`src/rtl/lwfp_mul.sv`:
```
module lwfp_mul #(
  parameter int EXP_W  = 5,
  parameter int FRAC_W = 8
) (
  input  logic                      clk,
  input  logic                      rst_n,
  input  logic                      in_valid,
  input  logic [EXP_W+FRAC_W:0]     op_a,
  input  logic [EXP_W+FRAC_W:0]     op_b,
  output logic                      out_valid,
  output logic [EXP_W+FRAC_W:0]     product,
  output logic                      flag_ovf,
  output logic                      flag_unf,
  output logic                      flag_inv,
  output logic                      flag_zero
);

  localparam int W    = 1 + EXP_W + FRAC_W;
  localparam int PW   = 2 * (FRAC_W + 1);
  localparam int EW2  = EXP_W + 2;
  localparam int BIAS = 2 ** (EXP_W - 1) - 1;
  localparam int EMAX = 2 ** EXP_W - 2;
  localparam logic [EW2-1:0] OVF_LIM = EW2'(BIAS + EMAX);
  localparam logic [EW2-1:0] UNF_LIM = EW2'(BIAS + 1);
  localparam logic [EXP_W-1:0] EXP_ONES = '1;
  localparam logic [W-1:0] NAN_WORD = {1'b0, EXP_ONES, 1'b1, {(FRAC_W-1){1'b0}}};

  logic             sa, sb, sr;
  logic [EXP_W-1:0] ea, eb;
  logic [FRAC_W-1:0] fa, fb;
  assign {sa, ea, fa} = op_a;
  assign {sb, eb, fb} = op_b;
  assign sr = sa ^ sb;

  logic a_zero, b_zero, a_inf, b_inf, a_nan, b_nan;
  assign a_zero = (ea == '0);
  assign b_zero = (eb == '0);
  assign a_inf  = (ea == EXP_ONES) && (fa == '0);
  assign b_inf  = (eb == EXP_ONES) && (fb == '0);
  assign a_nan  = (ea == EXP_ONES) && (fa != '0);
  assign b_nan  = (eb == EXP_ONES) && (fb != '0);

  logic [PW-1:0]     prod;
  logic              norm;
  logic [FRAC_W-1:0] frac_n;
  logic [EW2-1:0]    e_raw;
  logic [EXP_W-1:0]  e_out;

  assign prod   = PW'({1'b1, fa}) * PW'({1'b1, fb});
  assign norm   = prod[PW-1];
  assign frac_n = FRAC_W'(norm ? (prod >> (FRAC_W + 1)) : (prod >> FRAC_W));
  assign e_raw  = EW2'(ea) + EW2'(eb) + EW2'(norm);
  assign e_out  = EXP_W'(e_raw - EW2'(BIAS));

  logic [W-1:0] nx_word;
  logic         nx_ovf, nx_unf, nx_inv, nx_zero;

  always_comb begin
    nx_word = {sr, e_out, frac_n};
    nx_ovf  = 1'b0;
    nx_unf  = 1'b0;
    nx_inv  = 1'b0;
    nx_zero = 1'b0;
    if (a_nan || b_nan || (a_zero && b_inf) || (a_inf && b_zero)) begin
      nx_word = NAN_WORD;
      nx_inv  = 1'b1;
    end else if (a_inf || b_inf) begin
      nx_word = {sr, EXP_ONES, {FRAC_W{1'b0}}};
    end else if (a_zero || b_zero) begin
      nx_word = {sr, {(W-1){1'b0}}};
      nx_zero = 1'b1;
    end else if (e_raw > OVF_LIM) begin
      nx_word = {sr, EXP_ONES, {FRAC_W{1'b0}}};
      nx_ovf  = 1'b1;
    end else if (e_raw < UNF_LIM) begin
      nx_word = {sr, {(W-1){1'b0}}};
      nx_unf  = 1'b1;
      nx_zero = 1'b1;
    end
  end

  always_ff @(posedge clk) begin
    if (!rst_n) begin
      out_valid <= 1'b0;
      product   <= '0;
      flag_ovf  <= 1'b0;
      flag_unf  <= 1'b0;
      flag_inv  <= 1'b0;
      flag_zero <= 1'b0;
    end else begin
      out_valid <= in_valid;
      if (in_valid) begin
        product   <= nx_word;
        flag_ovf  <= nx_ovf;
        flag_unf  <= nx_unf;
        flag_inv  <= nx_inv;
        flag_zero <= nx_zero;
      end
    end
  end

  p_valid_delay_r9: assert property (@(posedge clk) disable iff (!rst_n)
    1'b1 |=> out_valid == $past(in_valid));

  p_hold_r9: assert property (@(posedge clk) disable iff (!rst_n)
    !in_valid |=> $stable(product) && $stable(flag_zero));

  p_sign_r2: assert property (@(posedge clk) disable iff (!rst_n)
    in_valid && !(a_nan || b_nan || (a_zero && b_inf) || (a_inf && b_zero))
    |=> product[W-1] == $past(op_a[W-1] ^ op_b[W-1]));

  p_nan_word_r4: assert property (@(posedge clk) disable iff (!rst_n)
    flag_inv |-> product == NAN_WORD);

  p_ovf_inf_r7: assert property (@(posedge clk) disable iff (!rst_n)
    flag_ovf |-> product[W-2:0] == {EXP_ONES, {FRAC_W{1'b0}}});

  p_unf_zero_r8: assert property (@(posedge clk) disable iff (!rst_n)
    flag_unf |-> flag_zero && product[W-2:0] == '0);

  p_flags_excl_r3: assert property (@(posedge clk) disable iff (!rst_n)
    $onehot0({flag_ovf, flag_inv, flag_zero}));

endmodule

```
`config.mk`:
```
export PLATFORM = sky130hd
export DESIGN_NAME = lwfp_mul
export DESIGN_NICKNAME = d
export VERILOG_FILES = /design/src/rtl/lwfp_mul.sv
export SDC_FILE = /design/constraint.sdc
export NUM_CORES = 1
export LEC_CHECK = 0
export BUFFER_PORTS_ARGS = -buffer_cell sky130_fd_sc_hd__buf_2
export CORE_MARGIN = 4
export CORE_UTILIZATION = 60
export CTS_CLUSTER_DIAMETER = 150
export CTS_CLUSTER_SIZE = 30
export DETAILED_ROUTE_END_ITERATION = 10
export GPL_TIMING_DRIVEN = 0
export PLACE_DENSITY_LB_ADDON = 0.25
export SETUP_SLACK_MARGIN = 0.15
export SYNTH_ARGS = -nofsm -noshare
export SYNTH_HDL_FRONTEND = slang
export SYNTH_SLANG_ARGS = --single-unit
```
`constraint.sdc`:
```
create_clock -name clk -period 8.7 [get_ports clk]
set_clock_uncertainty 0.15 [all_clocks]
set_input_delay 1.74 -clock clk [delete_from_list [all_inputs] [get_ports clk]]
set_output_delay 1.74 -clock clk [all_outputs]
set_load 0.01 [all_outputs]
```
Yosys cells after proc, flatten, opt, wreduce, memory -nomap -nowiden
Index checks and enable logic that the tools add are counted.

Register bits: 19. Latch bits: 0. Memory bits (writable): 0. Bits in read-only memories: 0. Memories kept: 0.

Add/sub/neg operators: 3. Multipliers: 1. Divide/modulo/power cells: 0. $lt $le $gt $ge: 2. Equality and inequality tests: 2. Shift-type cells: 0. Mux-type cells: 19. Bitwise logic cells: 1. Reductions and logical operators: 17.

Operator list (count): 2-to-1 mux 13 bit (4); multiplier 9 x 9 -> 18 bit (1); logical NOT 8 bit (2); nonzero test 8 bit (2); 2-to-1 mux 14 bit (1); 2-to-1 mux 1 bit (13); == test 5 bit (second input constant) (2); logical NOT 5 bit (2); 2-to-1 mux 8 bit (1); adder 6 x 1 -> 7 bit (1); > comparator 7 x 6 -> 1 bit (second input constant) (1); < comparator 7 x 5 -> 1 bit (second input constant) (1); adder 5 x 5 -> 6 bit (1); logical AND 1 bit (6); logical OR 1 bit (5); subtractor 5 x 4 -> 5 bit (second input constant) (1); XOR 1 bit (1).

Logic depth before layout (Yosys ltp)
Depth after elaboration: 8. Depth in mapped cells: 30.

Worst setup path after synthesis
No wires, ideal clock.

Kind: in2reg. Start: in op_b[7]. End: reg product[6]. Arrival: 7.917 ns. Required time: 8.455 ns. Slack: 0.538 ns. Stages: 28. Buffers on the path: 1. Path through: clkbuf_1 inv_1 nor2_1 fa_1 inv_1 fa_1 inv_1 fa_1 inv_1 fa_1 inv_1 ha_1 a211o_1 o21ai_2 a21oi_2 o41ai_4 xor2_2 inv_4 fa_1 inv_1 fa_1 inv_1 ha_1 o41ai_1 mux2i_1 nand2_1 or3_1 o311ai_1.

Word-level cells in the longest chain between the ends: 8.

RTL lines: start: declaration (RTL line 9) `input logic [EXP_W+FRAC_W:0] op_b,`; multiplier 9 x 9 -> 18 bit (RTL line 49) `assign prod = PW'({1'b1, fa}) * PW'({1'b1, fb});`; adder 6 x 1 -> 7 bit (RTL line 52) `assign e_raw = EW2'(ea) + EW2'(eb) + EW2'(norm);`; < comparator 7 x 5 -> 1 bit (RTL line 75) `end else if (e_raw < UNF_LIM) begin`; 2-to-1 mux 13 bit (RTL line 75); 2-to-1 mux 13 bit (RTL line 72) `end else if (e_raw > OVF_LIM) begin`; 2-to-1 mux 13 bit (RTL line 69) `end else if (a_zero || b_zero) begin`; 2-to-1 mux 13 bit (RTL line 67) `end else if (a_inf || b_inf) begin`; 2-to-1 mux 14 bit (*) (RTL line 64) `if (a_nan || b_nan || (a_zero && b_inf) || (a_inf && b_zero)) begin`; end signal: assignment (RTL line 93) `product <= nx_word;`; end: declaration (RTL line 11) `output logic [EXP_W+FRAC_W:0] product,`.

Mark *: on every way between the ends. The rest lies on a longest branch, timed or not. A chain may end at the register's enable or synchronous reset.

Worst setup path after layout
Start: in op_a[2]. End: reg product[6].

Word-level cells in the longest chain between the ends: 8.

RTL lines: start: declaration (RTL line 8) `input logic [EXP_W+FRAC_W:0] op_a,`; multiplier 9 x 9 -> 18 bit (RTL line 49); adder 6 x 1 -> 7 bit (RTL line 52); < comparator 7 x 5 -> 1 bit (RTL line 75); 2-to-1 mux 13 bit (RTL line 75); 2-to-1 mux 13 bit (RTL line 72); 2-to-1 mux 13 bit (RTL line 69); 2-to-1 mux 13 bit (RTL line 67); 2-to-1 mux 14 bit (*) (RTL line 64).

Marks and branches as above.

==> impl_metrics.env <==
export IMPL_cts_max_path_buffers=2
export IMPL_rsz0062_at_grt="no"
export IMPL_initial_core_util=0.6307
export IMPL_syn_area_per_cell_um2=8.275
export IMPL_antennaDiodeCount=0
export IMPL_period_share=0.9339
export IMPL_cap_violations=0
export IMPL_critPathMaxFanout=10
export IMPL_r2r_end="product[7]"
export IMPL_cts_tree="yes"
export IMPL_slowest_delay_ns=0.53
export IMPL_powerDensity_mw_per_mm2=231.1
export IMPL_drt_wl_total_um=7801
export IMPL_finalSetupViolCount=0
export IMPL_dp_cells=545
export IMPL_area_growth_pct=11.85
export IMPL_viasPerCell=5.502
export IMPL_grt_overflow_total=0
export IMPL_fmax_mhz=123.1
export IMPL_synth_edf_count=0
export IMPL_yosysTopAreaCell="fa_1"
export IMPL_htree_levels=1
export IMPL_clock_sinks=19
export IMPL_status="complete, no violations"
export IMPL_crit_type="in2reg"
export IMPL_vias=3037
export IMPL_gp_congestion=0.9153
export IMPL_die_h_um=85.01
export IMPL_final_util=0.7055
export IMPL_hold_path_startpoint="product[4]"
export IMPL_synth_common_cells="91 x inv_1, 60 x nand2_1, 51 x fa_1"
export IMPL_synthTopCellsByArea="fa_1 29%, ha_1 14%, dfxtp_1 11%"
export IMPL_yosysSeqAreaShare=0.1069
export IMPL_pin_count=50
export IMPL_async_flop_share=0
export IMPL_grt_pass1_wl_um=13930
export IMPL_synth_most_common_cell="inv_1"
export IMPL_r2r_start="product[7]"
export IMPL_ys_flop_type="dfxtp_1"
export IMPL_p_leak_nw=2.132
export IMPL_period_minus_slack_ns=8.125
export IMPL_cp_end_kind="flip-flop"
export IMPL_ys_types=50
export IMPL_synth_area_mm2=0.003558
export IMPL_die_width_um=85.01
export IMPL_post_place_ws_ns=-0.2130
export IMPL_core_mm2=0.005642
export IMPL_synth_seq_cells=19
export IMPL_nets=602
export IMPL_crit_start="op_a[2]"
export IMPL_yosysTopAreaCellShare=0.2869
export IMPL_rr_worst_depth=2
export IMPL_critPathCapture="product[6]"
export IMPL_final_cells=552
export IMPL_yosys_warnings=0
export IMPL_port_buffers=43
export IMPL_maxSlewViolCount=0
export IMPL_worst_path_max_delay_cell="fa_1"
export IMPL_post_drt_wl_per_cell_um=14.13
export IMPL_worstPathArrival_ns=8.15
export IMPL_firstDrtPassIters=4
export IMPL_synth_nets=551
export IMPL_drtIter0Drc=204
export IMPL_reg2reg_slack_ns=7.65
export IMPL_cts_inserted_buffers=3
export IMPL_max_slew_margin_rel=0.6434
export IMPL_grt_pass1_vias=3121
export IMPL_grt_usage=0.2333
export IMPL_hold_violations=0
export IMPL_dpl_hpwl_um=6450
export IMPL_antenna_left=0
export IMPL_cts_root_buf="clkbuf_8"
export IMPL_tightest_slew_ns=0.5349
export IMPL_grt_antenna_before_repair=0
export IMPL_clkLatencyLatePin_ns=0.26
export IMPL_clk_pin_slew_ns=0.08
export IMPL_start_kind="primary input"
export IMPL_die_area_mm2=0.007227
export IMPL_peakVddDrop_uv=236.6
export IMPL_grt_start_max_net_pins=12
export IMPL_cp_required_ns=8.72
export IMPL_drive_above_1_share=0.1479
export IMPL_syn_inst=430
export IMPL_layout_setup_ws_ns=0.5747
export IMPL_drc=0
export IMPL_fp_row_count=27
export IMPL_worstHoldPathType="reg2reg"
-- layout make-up --
type / count / area, µm²
plain buffers: 11 / 46.29
inverters: 93 / 351.6
well taps: 72 / 90.09
clock inverters: 1 / 5.005
multi-input cells: 305 / 2813
repair buffers: 48 / 252.7
fillers: 443 / 1662
flip-flops and latches: 19 / 380.4
clock buffers: 3 / 41.29
-- how the worst min path moves through the flow --
| stage | cells after the start | to |
|---|---|---|
| after floorplan | 2 | product[3] |
| after global placement | 2 | product[4] |
| after detailed placement | 2 | product[4] |
| after CTS | 2 | product[3] |
| after global routing | 2 | product[3] |
| final | 2 | product[4] |
-- layout by cell type (no fill, tap or decap), types with 3 or more instances in the layout --
master / synthesis / final
a21o_1: 4 / 4
a21oi_1: 22 / 21
a21oi_2: 2 / 3
and2_1: 27 / 27
and3_1: 3 / 3
buf_2: 2 / 46
buf_4: 0 / 5
clkbuf_1: 10 / 6
clkbuf_8: 0 / 3
dfxtp_1: 19 / 19
fa_1: 51 / 51
ha_1: 39 / 38
inv_1: 91 / 90
mux2i_1: 5 / 5
nand2_1: 60 / 59
nand3_1: 5 / 5
nor2_1: 17 / 17
nor2b_1: 3 / 3
nor3_1: 5 / 5
nor4_1: 3 / 3
o21a_1: 3 / 3
o21ai_0: 5 / 5
o21ai_1: 7 / 7
o41ai_2: 3 / 3
or3_1: 3 / 3
xnor2_1: 7 / 7
xor2_1: 6 / 6
-- through the flow --
step                      power [mW]  area [µm²]  setup TNS (ns)  hold slack (ns)
after global placement        0.7979        3864         -0.2992           0.2822
after global routing           1.041        3980               0           0.3379
after detailed placement      0.8207        3864         -0.6239           0.2846
after floorplan               0.6675        3558               0           0.3226
after CTS                     0.8992        3928               0           0.3075
final                         0.9197        3980               0           0.3035
-- per-layer routing --
metal / track usage / vias to the layer above / routed length [µm]
li1: - / 1461 / -
met1: 0.3142 / 1480 / 3340
met2: 0.4061 / 84 / 3910
met3: 0.02524 / 12 / 405
met4: 0.04892 / 0 / 144
met5: 0 / - / 0
-- cells by family (layout without fill, tap and decap cells) --
logic type,after synthesis,count (layout),share of synthesized area
AND/OR/NAND/NOR,132,132,0.1758
buffers and inverters,106,156,0.1132
adder cells (fa/ha/maj),90,90,0.4241
AO/OA/AOI/OAI,64,64,0.1294
flip-flops,19,19,0.1069
XOR/XNOR,14,14,0.03657
multiplexers,5,5,0.01407
-- critical path: cells and delay by family --
kind,cells,cell delay (ns)
xor+xnor,1,0.24
compound gates,6,1.07
buf+inv,8,0.70
fa+ha+maj,8,3.33
simple gates,3,0.79
mux,1,0.25
-- state kept, by name, indices dropped and copies added, names as in the netlist --
name / cells
flag_unf: 1
flag_ovf: 1
flag_inv: 1
out_valid: 1
flag_zero: 1
product: 14
-- where the power goes --
group,leakage (nW),switching (mW),internal (mW)
combinational,1.95,0.424,0.313
clock,0.0255,0.0329,0.0320
sequential,0.156,0.0103,0.107
-- timing repair --
action | CTS | global route
setup buffers | 1 | 4
endpoints found under the setup margin | 1 | 13
pin swaps | 0 | 5
resized for setup | 2 | 9
hold buffers | 0 | 0
Power figures use the tool's default switching activity.
